**config.mk**
```make
export PLATFORM = sky130hd
export DESIGN_NAME = bank_timing_guard
export DESIGN_NICKNAME = d
export VERILOG_FILES = /design/src/rtl/bank_guard_pkg.sv /design/src/rtl/bg_count.sv /design/src/rtl/bg_beat_pipe.sv /design/src/rtl/bg_fsm.sv /design/src/rtl/bank_timing_guard.sv
export SDC_FILE = /design/constraint.sdc
export NUM_CORES = 1
export LEC_CHECK = 0
export BUFFER_PORTS_ARGS = -buffer_cell sky130_fd_sc_hd__buf_4
export CORE_MARGIN = 4
export CORE_UTILIZATION = 31
export CTS_CLUSTER_DIAMETER = 40
export DETAILED_ROUTE_END_ITERATION = 12
export GPL_TIMING_DRIVEN = 0
export SETUP_SLACK_MARGIN = 0.5
export SYNTH_ARGS = -nofsm -noshare
export SYNTH_HDL_FRONTEND = slang
export SYNTH_SLANG_ARGS = --single-unit
```
**constraint.sdc**
```tcl
create_clock -name clk -period 2.3 [get_ports clk]
set_input_delay 0.23 -clock clk [delete_from_list [all_inputs] [get_ports clk]]
set_output_delay 0.23 -clock clk [all_outputs]
set_load 0.02 [all_outputs]
```
**src/rtl/bank_guard_pkg.sv**
```systemverilog
`timescale 1ns/1ps
package bank_guard_pkg;

    // Bank condition tracked by the guard.
    typedef enum logic [1:0] {
        BK_IDLE    = 2'd0,
        BK_OPEN    = 2'd1,
        BK_AUTOPRE = 2'd2,
        BK_RECOVER = 2'd3
    } bank_state_e;

    // Analog time to whole clock cycles, rounded up.
    function automatic int ceil_cycles(input int span_ps, input int period_ps);
        return (span_ps + period_ps - 1) / period_ps;
    endfunction

endpackage

```
**src/rtl/bg_count.sv**
```systemverilog
`timescale 1ns/1ps
// Loadable down counter that stops at zero; reports when it has run out.
module bg_count #(
    parameter int W = 4
) (
    input  logic         clk,
    input  logic         rst_n,
    input  logic         load,
    input  logic [W-1:0] load_val,
    output logic         done
);

    logic [W-1:0] cnt;

    always_ff @(posedge clk) begin
        if (!rst_n) begin
            cnt <= '0;
        end else if (load) begin
            cnt <= load_val;
        end else if (cnt != '0) begin
            cnt <= cnt - 1'b1;
        end
    end

    assign done = (cnt == '0);


    load_take_chk: assert property (@(posedge clk) disable iff (!rst_n)
        load |=> (cnt == $past(load_val)));

endmodule

```
**src/rtl/bg_beat_pipe.sv**
```systemverilog
`timescale 1ns/1ps
// Delays the per-cycle "burst beat live" flag by the CAS latency.
module bg_beat_pipe #(
    parameter int DEPTH = 3
) (
    input  logic clk,
    input  logic rst_n,
    input  logic d,
    output logic q
);

    generate
        if (DEPTH == 1) begin : g_one
            logic stage;
            always_ff @(posedge clk) begin
                if (!rst_n) stage <= 1'b0;
                else        stage <= d;
            end
            assign q = stage;
        end else begin : g_chain
            logic [DEPTH-1:0] stage;
            always_ff @(posedge clk) begin
                if (!rst_n) stage <= '0;
                else        stage <= {stage[DEPTH-2:0], d};
            end
            assign q = stage[DEPTH-1];
        end
    endgenerate

endmodule

```
**src/rtl/bg_fsm.sv**
```systemverilog
`timescale 1ns/1ps
// Bank condition machine: permits, counter loads and violation flag.
module bg_fsm
    import bank_guard_pkg::*;
(
    input  logic clk,
    input  logic rst_n,
    input  logic act_i,
    input  logic pre_i,
    input  logic rd_i,
    input  logic rda_i,
    input  logic ras_done,
    input  logic rp_done,
    input  logic burst_done,
    output logic pre_ok,
    output logic act_ok,
    output logic viol,
    output logic ld_ras,
    output logic ld_rp,
    output logic ld_burst,
    output logic burst_go,
    output logic beat_live
);

    bank_state_e st;
    bank_state_e nxt;
    logic        rd_take;
    logic        auto_fire;
    logic        viol_q;

    // State register.
    always_ff @(posedge clk) begin
        if (!rst_n) st <= BK_IDLE;
        else        st <= nxt;
    end

    // Registered violation flag: one cycle after the offending command.
    always_ff @(posedge clk) begin
        if (!rst_n) viol_q <= 1'b0;
        else        viol_q <= (act_i && !act_ok) || (pre_i && !pre_ok);
    end

    assign viol = viol_q;

    // Next-state selection; activate beats precharge beats everything else.
    always_comb begin
        nxt = st;
        if (act_i) begin
            nxt = BK_OPEN;
        end else if (pre_i) begin
            nxt = BK_RECOVER;
        end else begin
            unique case (st)
                BK_IDLE:    nxt = BK_IDLE;
                BK_OPEN:    if (rd_take && rda_i) nxt = BK_AUTOPRE;
                BK_AUTOPRE: if (auto_fire) nxt = BK_RECOVER;
                BK_RECOVER: if (rp_done) nxt = BK_IDLE;
                default:    nxt = BK_IDLE;
            endcase
        end
    end

    // Permits and counter controls.
    always_comb begin
        pre_ok    = 1'b0;
        act_ok    = 1'b0;
        rd_take   = 1'b0;
        auto_fire = 1'b0;
        unique case (st)
            BK_IDLE: begin
                act_ok = 1'b1;
            end
            BK_OPEN: begin
                pre_ok  = ras_done && !rd_i && !rda_i;
                rd_take = (rd_i || rda_i) && !pre_i && !act_i;
            end
            BK_AUTOPRE: begin
                auto_fire = burst_done && ras_done && !pre_i && !act_i;
            end
            BK_RECOVER: begin
                act_ok = rp_done;
            end
            default: begin
                act_ok = 1'b0;
            end
        endcase
        ld_ras    = act_i;
        ld_rp     = (pre_i && !act_i) || auto_fire;
        ld_burst  = rd_take || act_i || pre_i;
        burst_go  = rd_take;
        beat_live = rd_take || (!burst_done && !act_i && !pre_i);
    end


    pre_enter_chk: assert property (@(posedge clk) disable iff (!rst_n)
        (pre_i && !act_i) |=> (st == BK_RECOVER));


    viol_raise_chk: assert property (@(posedge clk) disable iff (!rst_n)
        (act_i && !act_ok) |=> viol);


    viol_quiet_chk: assert property (@(posedge clk) disable iff (!rst_n)
        (!act_i && !pre_i) |=> !viol);


    auto_hold_chk: assert property (@(posedge clk) disable iff (!rst_n)
        (st == BK_AUTOPRE && !ras_done && !act_i && !pre_i) |=> (st == BK_AUTOPRE));


    auto_fire_chk: assert property (@(posedge clk) disable iff (!rst_n)
        (st == BK_AUTOPRE && burst_done && ras_done && !act_i && !pre_i)
            |=> (st == BK_RECOVER));

endmodule

```
**src/rtl/bank_timing_guard.sv**
```systemverilog
`timescale 1ns/1ps
// Per-bank precharge / activate timing guard.
module bank_timing_guard
    import bank_guard_pkg::*;
#(
    parameter int TCK_PS    = 2500,
    parameter int TRP_PS    = 15000,
    parameter int TRAS_PS   = 40000,
    parameter int CAS_LAT   = 3,
    parameter int BURST_LEN = 8
) (
    input  logic clk,
    input  logic rst_n,
    input  logic act_i,
    input  logic pre_i,
    input  logic rd_i,
    input  logic rda_i,
    output logic pre_ok_o,
    output logic act_ok_o,
    output logic viol_o,
    output logic dq_drive_o
);

    localparam int TRP_CYC  = ceil_cycles(TRP_PS, TCK_PS);
    localparam int TRAS_CYC = ceil_cycles(TRAS_PS, TCK_PS);
    localparam int HALF_BL  = BURST_LEN / 2;
    localparam int RP_W     = $clog2(TRP_CYC + 1);
    localparam int RAS_W    = $clog2(TRAS_CYC + 1);
    localparam int BUR_W    = $clog2(HALF_BL + 1);
    localparam logic [RP_W-1:0]  RP_LOAD  = RP_W'(TRP_CYC - 1);
    localparam logic [RAS_W-1:0] RAS_LOAD = RAS_W'(TRAS_CYC - 1);
    localparam logic [BUR_W-1:0] BUR_LOAD = BUR_W'(HALF_BL - 1);

    logic ras_done;
    logic rp_done;
    logic burst_done;
    logic ld_ras;
    logic ld_rp;
    logic ld_burst;
    logic burst_go;
    logic beat_live;
    logic [BUR_W-1:0] burst_val;

    bg_fsm u_fsm (
        .clk        (clk),
        .rst_n      (rst_n),
        .act_i      (act_i),
        .pre_i      (pre_i),
        .rd_i       (rd_i),
        .rda_i      (rda_i),
        .ras_done   (ras_done),
        .rp_done    (rp_done),
        .burst_done (burst_done),
        .pre_ok     (pre_ok_o),
        .act_ok     (act_ok_o),
        .viol       (viol_o),
        .ld_ras     (ld_ras),
        .ld_rp      (ld_rp),
        .ld_burst   (ld_burst),
        .burst_go   (burst_go),
        .beat_live  (beat_live)
    );

    // Row-active time since the last activate.
    bg_count #(.W(RAS_W)) u_ras (
        .clk      (clk),
        .rst_n    (rst_n),
        .load     (ld_ras),
        .load_val (RAS_LOAD),
        .done     (ras_done)
    );

    // Precharge recovery time.
    bg_count #(.W(RP_W)) u_rp (
        .clk      (clk),
        .rst_n    (rst_n),
        .load     (ld_rp),
        .load_val (RP_LOAD),
        .done     (rp_done)
    );

    // Remaining command-side beats of the current read burst.
    assign burst_val = burst_go ? BUR_LOAD : '0;

    bg_count #(.W(BUR_W)) u_burst (
        .clk      (clk),
        .rst_n    (rst_n),
        .load     (ld_burst),
        .load_val (burst_val),
        .done     (burst_done)
    );

    bg_beat_pipe #(.DEPTH(CAS_LAT)) u_pipe (
        .clk   (clk),
        .rst_n (rst_n),
        .d     (beat_live),
        .q     (dq_drive_o)
    );


    cut_stop_chk: assert property (@(posedge clk) disable iff (!rst_n)
        (pre_i && !act_i) |=> !beat_live);


    idle_permit_chk: assert property (@(posedge clk) disable iff (!rst_n)
        (pre_ok_o) |-> !act_ok_o);

endmodule

```
==> impl_metrics.json, run 1 <==
{
  "status": "finished, final reports clean",
  "r2r_end": "u_rp.cnt[1]",
  "ir_worst_vdd_v": 0.000562,
  "fin_util_pct": 38.1,
  "swShare_pct": 34.3,
  "synthSimpleGateAreaFrac_pct": 17.3,
  "synth_top_area_share_pct": 37.7,
  "cts_buffers": 3,
  "cp_slowest_stage_delay_ps": 340,
  "grt_pass1_vias": 709,
  "cts_buffer_depth": 2,
  "post-synth-top-count-cell": "dfxtp_1",
  "clock_sinks": 17,
  "clkSlewWorstSetupHoldPaths_ps": 90,
  "synth_edf_count": 0,
  "cp_max_fo": 3,
  "power.density_nw_per_um2": 757,
  "reg2reg_from": "u_ras.cnt[0]",
  "cp-start-kind": "flop",
  "critPathArrivalTime_ps": 1470,
  "synth_flop_cell": "dfxtp_1",
  "timing.final.crit_share_pct": 74.1,
  "vias": 745,
  "drive_gt1_share_pct": 15.1,
  "dieWidth_um": 61.9,
  "dp_hpwl_mm": 1.40,
  "max_freq_mhz": 587,
  "grt_pass1_wl_mm": 3.04,
  "hold_viol": 0,
  "io_pins": 10,
  "r2r_cells": 7,
  "routed_wl_mm": 1.79,
  "hold_buffers": 0,
  "cts_tree": "done",
  "clock_latency_ps": 300,
  "hold_start": "rst_n",
  "ys_warn_count": 0,
  "first_pass_iters": 5,
  "power_frac_comb_pct": 34.9,
  "cts-root-buf": "clkbuf_4",
  "seq_area_frac_synth_pct": 37.7,
  "wl_met3_um": 58,
  "p_leak_nw": 0.454,
  "relSlewSlack_pct": 73.3,
  "wl_met2_um": 915,
  "crit_start": "u_ras.cnt[0]",
  "postSynthCellCount": 105,
  "syn_area_per_cell_um2": 8.59,
  "die_h_um": 61.9,
  "rows": 19,
  "p_seq_share_pct": 44.9,
  "ys_types": 25,
  "final_nets": 137,
  "switchingPower_mw": 0.272,
  "gp_congestion": 0.824,
  "hold_path_depth": 2,
  "cpMaxStageDelayCell": "dfxtp_1",
  "slew_violations": 0,
  "async_flop_share_pct": 0,
  "rsz0062_at_grt": "false",
  "overflow": 0,
  "critPathKind": "reg2out",
  "clock_power_share_pct": 20.2,
  "ant_nets": 0,
  "required_ps": 2070,
  "ys_seq_elements": 17,
  "first_iter_violations": 9,
  "initial_utilization_pct": 32.7,
  "antenna_cells": 0,
  "synth_mux_area_share_pct": 2.36,
  "crit_chain": "inv_1, ha_1, nor4b_4, and3_2, buf_4",
  "ys_top_cells_by_count": "dfxtp_1 (17), inv_1 (14), nor2_1 (12)",
  "grt_max_degree": 10,
  "wl_met1_um": 766,
  "top_layer": "met4",
  "synthTopCellsByArea": "dfxtp_1 (38%), ha_1 (15%), inv_1 (5.8%), a21oi_1 (5.0%), nor2_1 (5.0%)",
  "wl_per_cell_um": 12.0,
  "h-tree-depth": 1,
  "core_area_um2": 2760,
  "grt_util_all_layers_pct": 11.1,
  "min_path_type": "in2reg",
  "syn_area_um2": 902,
  "p_int_mw": 0.522,
  "drv_cap": 0,
  "worst_hold_path.endpoint": "u_rp.cnt[0]",
  "viasPerCell": 4.97,
  "min_period_ps": 1700,
  "setup_viol": 0,
  "tightestPinTransition_ps": 397,
  "synth_top_area_cell": "dfxtp_1",
  "synth_xor_area_share_pct": 3.88,
  "fin_setup_tns_ps": 0,
  "worstSetupEndpointType": "output pin",
  "syn_to_final_growth_pct": 16.4,
  "antenna_found_initial": 0,
  "syn_nets": 122,
  "yosys.area_share.adder_pct": 15.3,
  "synth_compound_area_share_pct": 17.2,
  "r2r_setup_slack_ps": 660,
  "dieArea_um2": 3840,
  "drc": 0,
  "io_buffers": 9,
  "synth_top_family_by_area": "simple AND/OR/NAND/NOR gates",
  "fin_worst_skew_ps": 4.79
}
-- worst max path at each step --
stage | to | slack, ps | cells after the start
2_1_floorplan | u_rp.cnt[1] | 740 | 7
3_3_place_gp | u_rp.cnt[1] | 560 | 7
3_5_place_dp | u_rp.cnt[1] | 480 | 7
4_1_cts | u_rp.cnt[1] | 540 | 7
5_1_grt | pre_ok_o | 510 | 5
6_report | pre_ok_o | 600 | 5
-- worst max-delay path: cells and delay by family, from the launching register on --
kind | cells | cell delay [ps]
simple gates | 2 | 480
buf+inv | 2 | 220
flops | 1 | 340
fa+ha+maj | 1 | 140
-- flip-flops by register name, summed over array words and instances, names as in the netlist --
signal	flops
u_rp.cnt	3
u_pipe.g_chain.stage	3
u_fsm.st	2
u_ras.cnt	5
u_fsm.viol	1
u_burst.cnt	3
-- metal layers --
layer  track usage (%)  vias to the layer above
met2              17.8                       18
met4              8.18                        0
met1              13.2                      337
li1                  -                      384
met5                 0                        -
met3              1.86                        6
-- timing repair --
action                     in CTS  in global routing
setup buffers                   1                  0
gates resized for setup         2                  2
pin swaps                       0                  1
setup endpoints to repair       2                  1
-- power groups by stage --
stage / logic, mW / registers [mW] / clock network [mW]
floorplan: 0.194 / 0.360 / 0
global placement: 0.242 / 0.362 / 0
detailed placement: 0.254 / 0.364 / 0
CTS: 0.263 / 0.357 / 0.167
global route: 0.318 / 0.361 / 0.178
finish: 0.277 / 0.357 / 0.161
-- placed cells by master (no fill, tap or decap), drive strengths merged, types with 2 or more instances in the layout --
cell    instances
a21oi           9
a31oi           5
and2            2
buf            11
clkbuf          4
dfxtp          17
ha             11
inv            14
nand2           6
nand2b          3
nor2           12
nor3            3
o21a            2
o21ai           6
xnor2           2
xor2            2
-- logic make-up (layout without fill, tap and decap cells) --
family / after synthesis / after routing
buffers and inverters: 15 / 29
DFF: 17 / 17
adders and majority gates: 11 / 11
muxes: 2 / 2
AOI/OAI and AO/OA: 26 / 26
xor gates and xnor gates: 4 / 4
and+or+nand+nor: 30 / 30
-- stage by stage --
| step | power, mW | setup WS, ps | area [um^2] | hold WS [ps] | cells |
|---|---|---|---|---|---|
| 6_report | 0.795 | 596 | 1050 | 183 | 150 |
| 5_1_grt | 0.857 | 511 | 1050 | 201 | 150 |
| 4_1_cts | 0.787 | 537 | 1040 | 183 | 150 |
| 3_5_place_dp | 0.618 | 477 | 1010 | 420 | 145 |
| 3_3_place_gp | 0.604 | 562 | 1010 | 418 | 145 |
| 2_1_floorplan | 0.554 | 744 | 902 | 347 | 105 |
-- area by class of cell --
type / instances / area [um^2]
Clock buffer: 4 / 26.3
Multi-Input combinational cell: 73 / 512
Fill cell: 294 / 1710
Sequential cell: 17 / 340
Buffer: 1 / 5.00
Timing Repair Buffer: 10 / 75.1
Inverter: 14 / 52.6
Tap cell: 31 / 38.8
Power figures use the tool's default switching activity.
==> run 2: changes to the inputs <==
==> constraint.sdc (replaced) <==
create_clock -name clk -period 1.6 [get_ports clk]
set_input_delay 0.16 -clock clk [delete_from_list [all_inputs] [get_ports clk]]
set_output_delay 0.16 -clock clk [all_outputs]
set_load 0.02 [all_outputs]
==> run 2 against run 1 <==
Non-clock buffer count grew 15. Highest routed layer unchanged. Critical path type unchanged. First-iteration DRC count grew 140%. Combinational power grew 130%. Sequential power grew 46%. Critical endpoint unchanged. Total power grew 75%.
==> impl_metrics.json, run 2 (synthesized netlist as in run 1, its figures left out) <==
{
  "status": "finished, final reports clean",
  "final_nets": 152,
  "drv_cap": 0,
  "layout_commonest_cell": "buf_4",
  "power.density_nw_per_um2": 982,
  "r2r_end": "u_rp.cnt[1]",
  "io_pins": 10,
  "worstSetupEndpointType": "output pin",
  "clkSlewWorstSetupHoldPaths_ps": 100,
  "clock_latency_ps": 290,
  "dieArea_um2": 3840,
  "largest_reg_flops": 5,
  "finalPower_mw": 1.39,
  "antenna_found_initial": 0,
  "routed_wl_mm": 2.12,
  "syn_to_final_growth_pct": 56.7,
  "io_buffers": 9,
  "dieWidth_um": 61.9,
  "reg2reg_from": "u_ras.cnt[1]",
  "cp_slowest_stage_delay_ps": 340,
  "antenna_cells": 0,
  "relSlewSlack_pct": 78.8,
  "slew_violations": 0,
  "first_iter_violations": 22,
  "cpMaxStageDelayCell": "dfxtp_2",
  "rsz0062_at_grt": "true",
  "vias": 798,
  "min_period_ps": 1580,
  "grt_max_degree": 10,
  "cts-root-buf": "clkbuf_4",
  "grt_util_all_layers_pct": 12.6,
  "core_area_um2": 2760,
  "fillers": 250,
  "ant_nets": 0,
  "grt_pass1_wl_mm": 3.55,
  "hold_start": "act_i",
  "top_register": "u_ras.cnt",
  "die_h_um": 61.9,
  "critPathKind": "reg2out",
  "p_leak_nw": 0.575,
  "crit_start": "u_ras.cnt[1]",
  "critPathArrivalTime_ps": 1420,
  "hold_viol": 0,
  "final_cell_mix": "buf_4 (15), nor2_1 (11), buf_6 (10), dfxtp_1 (10), inv_1 (8)",
  "timing.final.crit_share_pct": 99.0,
  "viasPerCell": 4.84,
  "max_freq_mhz": 631,
  "overflow": 0,
  "fin_setup_tns_ps": 0,
  "ir_worst_vdd_v": 0.000586,
  "hold_buffers": 0,
  "gp_congestion": 0.745,
  "crit_chain": "inv_2, ha_4, nor4b_4, and3_4, buf_6",
  "endpoint": "pre_ok_o",
  "rows": 19,
  "r2r_setup_slack_ps": 70,
  "tightestPinTransition_ps": 318,
  "cts_buffer_depth": 2,
  "drive_gt1_share_pct": 48.5,
  "cts_buffers": 3,
  "cts_tree": "done",
  "dp_hpwl_mm": 1.36,
  "h-tree-depth": 1,
  "initial_utilization_pct": 32.7,
  "cp-start-kind": "flop",
  "wl_per_cell_um": 12.8,
  "r2r_cells": 8,
  "setup_viol": 0,
  "min_path_type": "in2reg",
  "drc": 0,
  "cp_max_fo": 2,
  "required_ps": 1440,
  "first_pass_iters": 4,
  "fin_worst_skew_ps": 14.2,
  "grt_pass1_vias": 837,
  "clock_sinks": 17
}
==> run 2: cell types whose count changed in the layout (fill, tap and decap cells not counted), sizes merged <==
cell  before  now
buf       11   26
==> run 2: how the worst min path moves through the flow <==
stage	end	slack [ps]	cells past startpoint
after global placement	u_pipe.g_chain.stage[1]	420	1
after CTS	u_rp.cnt[2]	130	2
after floorplan	u_rp.cnt[0]	280	1
after global routing	u_fsm.viol	130	3
after detailed placement	u_pipe.g_chain.stage[1]	420	1
final	u_ras.cnt[0]	130	3
==> run 2: repair_timing <==
action | CTS | global route
gates resized for setup | 27 | 15
setup endpoints to repair | 17 | 17
pin swaps | 10 | 9
endpoints found under the hold margin | 0 | 0
buffers inserted | 10 | 6
==> run 2: power breakdown <==
part | switching (mW) | internal (mW) | leakage, nW | total, mW
sequential | 0.0404 | 0.482 | 0.143 | 0.523
clock | 0.132 | 0.0969 | 0.0150 | 0.229
combinational | 0.317 | 0.319 | 0.417 | 0.636
==> run 2: final cells by class <==
cell class / instances / area, um^2 / area share, %
tap: 31 / 38.8 / 2.74
timing repair buffer: 25 / 225 / 15.9
buffer: 1 / 15.0 / 1.06
multi-input combinational: 73 / 697 / 49.3
inverter: 14 / 57.6 / 4.07
sequential: 17 / 354 / 25.0
clock buffer: 4 / 26.3 / 1.86
==> run 2: layer usage <==
metal	routed length, um	vias up	GRT usage, %	part of all wire [%]
met5	0	-	0	0
met4	57	0	7.27	2.7
met3	88	6	3.51	4.2
met2	1060	12	21.3	50
met1	915	368	14.1	43
li1	-	412	-	-
==> run 2: critical path, delay by kind of cell (launching register included) <==
kind	cells	cell delay (ps)
buffers and inverters	2	180
adder cells (fa/ha/maj)	1	120
AND/OR/NAND/NOR	2	490
flip-flops	1	340
==> run 2: stage by stage <==
| stage | utilization (%) | worst slack [ps] | area, um^2 | hold slack [ps] | instances |
|---|---|---|---|---|---|
| detailed placement | 39.7 | 23.4 | 1100 | 420 | 145 |
| floorplan | - | 149 | 990 | 278 | 105 |
| CTS | 47.0 | -3.71 | 1300 | 130 | 159 |
| finish | 51.3 | 16.4 | 1410 | 132 | 165 |
| global placement | 39.7 | 36.9 | 1100 | 417 | 145 |
| global route | 51.3 | -46.4 | 1410 | 134 | 165 |
==> run 3: changes to the inputs <==
--- a/config.mk
+++ b/config.mk
@@ -7,7 +7,7 @@
 export LEC_CHECK = 0
 export BUFFER_PORTS_ARGS = -buffer_cell sky130_fd_sc_hd__buf_4
 export CORE_MARGIN = 4
-export CORE_UTILIZATION = 31
+export CORE_UTILIZATION = 35
 export CTS_CLUSTER_DIAMETER = 40
 export DETAILED_ROUTE_END_ITERATION = 12
 export GPL_TIMING_DRIVEN = 0
==> run 3 against run 2 <==
Via count increased by 1.0%. Sequential share of layout area increased by 0.99 points. Final cell count decreased by 3.0%. Register-to-register slack about the same. Highest routed layer unchanged. Hold slack got worse by 8.0 ps.
==> impl_metrics.json, run 3 (synthesized netlist as in run 1, its figures left out) <==
{
  "status": "finished, final reports clean",
  "grt_max_degree": 11,
  "drv_cap": 0,
  "power.density_nw_per_um2": 982,
  "top_register": "u_ras.cnt",
  "h-tree-depth": 1,
  "first_iter_violations": 32,
  "dieWidth_um": 58.8,
  "slew_violations": 0,
  "cp_max_fo": 2,
  "grt_pass1_vias": 816,
  "wl_per_cell_um": 12.5,
  "rsz0062_at_grt": "true",
  "p_seq_share_pct": 39.3,
  "die_h_um": 58.8,
  "max_freq_mhz": 633,
  "io_pins": 10,
  "antenna_cells": 0,
  "largest_reg_flops": 5,
  "drive_gt1_share_pct": 49.2,
  "cts_buffers": 3,
  "dieArea_um2": 3450,
  "crit_start": "u_ras.cnt[1]",
  "clkSlewWorstSetupHoldPaths_ps": 100,
  "vias": 806,
  "fin_setup_tns_ps": 0,
  "final_cell_mix": "buf_4 (17), nor2_1 (10), dfxtp_1 (10)",
  "min_period_ps": 1580,
  "clock_sinks": 17,
  "tightestPinTransition_ps": 294,
  "antenna_found_initial": 0,
  "power_frac_comb_pct": 43.3,
  "layout_commonest_cell": "buf_4",
  "critPathKind": "reg2out",
  "worstSetupEndpointType": "output pin",
  "routed_wl_mm": 2.00,
  "relSlewSlack_pct": 80.4,
  "setup_viol": 0,
  "io_buffers": 9,
  "cp-start-kind": "flop",
  "clock_power_share_pct": 17.4,
  "r2r_end": "u_fsm.st[0]",
  "multi_input_comb_area_um2": 682,
  "dp_hpwl_mm": 1.29,
  "hold_viol": 0,
  "first_pass_iters": 4,
  "clock_latency_ps": 290,
  "grt_pass1_wl_mm": 3.50,
  "cts-root-buf": "clkbuf_4",
  "fillers": 217,
  "reg2reg_from": "u_ras.cnt[1]",
  "cts_tree": "done",
  "rows": 18,
  "swShare_pct": 35.2,
  "overflow": 0,
  "fin_worst_skew_ps": 1.45,
  "timing.final.crit_share_pct": 98.8,
  "initial_utilization_pct": 36.4,
  "seq_area_um2": 354,
  "switchingPower_mw": 0.470,
  "fin_util_pct": 54.9,
  "hold_start": "rst_n",
  "final_nets": 148,
  "ir_worst_vdd_v": 0.00101,
  "viasPerCell": 5.04,
  "r2r_cells": 8,
  "drc": 0,
  "critPathArrivalTime_ps": 1420,
  "ant_nets": 0,
  "min_path_type": "in2reg",
  "core_area_um2": 2480,
  "p_leak_nw": 0.552,
  "cts_buffer_depth": 2,
  "endpoint": "pre_ok_o",
  "required_ps": 1440,
  "grt_util_all_layers_pct": 13.5,
  "r2r_setup_slack_ps": 70,
  "gp_congestion": 0.740,
  "syn_to_final_growth_pct": 50.8,
  "p_int_mw": 0.866
}
-- run 3: cell type report --
cell class              instances  share of cell area [%]
plain buffers                   1                    1.84
clock buffers                   3                    1.66
clock inverters                 1                   0.368
inverters                      14                    4.23
multi-input cells              73                    50.1
flip-flops and latches         17                    26.0
well taps                      30                    2.76
repair buffers                 21                    13.0
-- run 3: power by group through the flow --
stage          clock network (mW)  logic (mW)  registers [mW]
6_report                    0.233       0.578           0.525
4_1_cts                     0.249       0.555           0.520
5_1_grt                     0.261       0.643           0.534
2_1_floorplan                   0       0.316           0.521
3_3_place_gp                    0       0.386           0.522
3_5_place_dp                    0       0.399           0.526
-- run 3: how the worst min path moves through the flow --
stage	to	slack, ps	depth (start not counted)
after floorplan	u_rp.cnt[0]	280	1
after global placement	u_pipe.g_chain.stage[1]	430	1
after detailed placement	u_pipe.g_chain.stage[1]	420	1
after CTS	u_rp.cnt[0]	110	2
after global routing	u_rp.cnt[2]	130	2
final	u_rp.cnt[0]	120	2
-- run 3: critical path: stages, from the launching register on --
cell     delay [ps]
dfxtp_2         330
inv_2            70
ha_4            120
nor4b_4         250
and3_4          240
buf_6           110
-- run 3: stage by stage --
step	area (um^2)	setup slack [ps]	hold WS, ps	cells	power (mW)
after floorplan	990	149	278	105	0.836
after global placement	1090	-20.4	425	144	0.909
after detailed placement	1090	-34.6	419	144	0.924
after CTS	1330	6.31	114	157	1.32
after global routing	1360	-67.3	128	160	1.44
final	1360	19.2	124	160	1.34
-- run 3: layer usage --
metal	up-vias	GRT usage [%]	part of all wire [%]
li1	407	-	-
met1	365	15.9	43
met2	29	23.0	49
met3	5	2.19	4.9
met4	0	7.77	2.7
met5	-	0	0
-- run 3: what timing repair did --
action / 4_1_cts / 5_1_grt
pin swaps: 11 / 8
endpoints found under the hold margin: 0 / 0
buffers inserted: 9 / 3
hold buffers: 0 / 0
gates cloned: 0 / 0
endpoints found under the setup margin: 17 / 16
gates resized for setup: 33 / 4
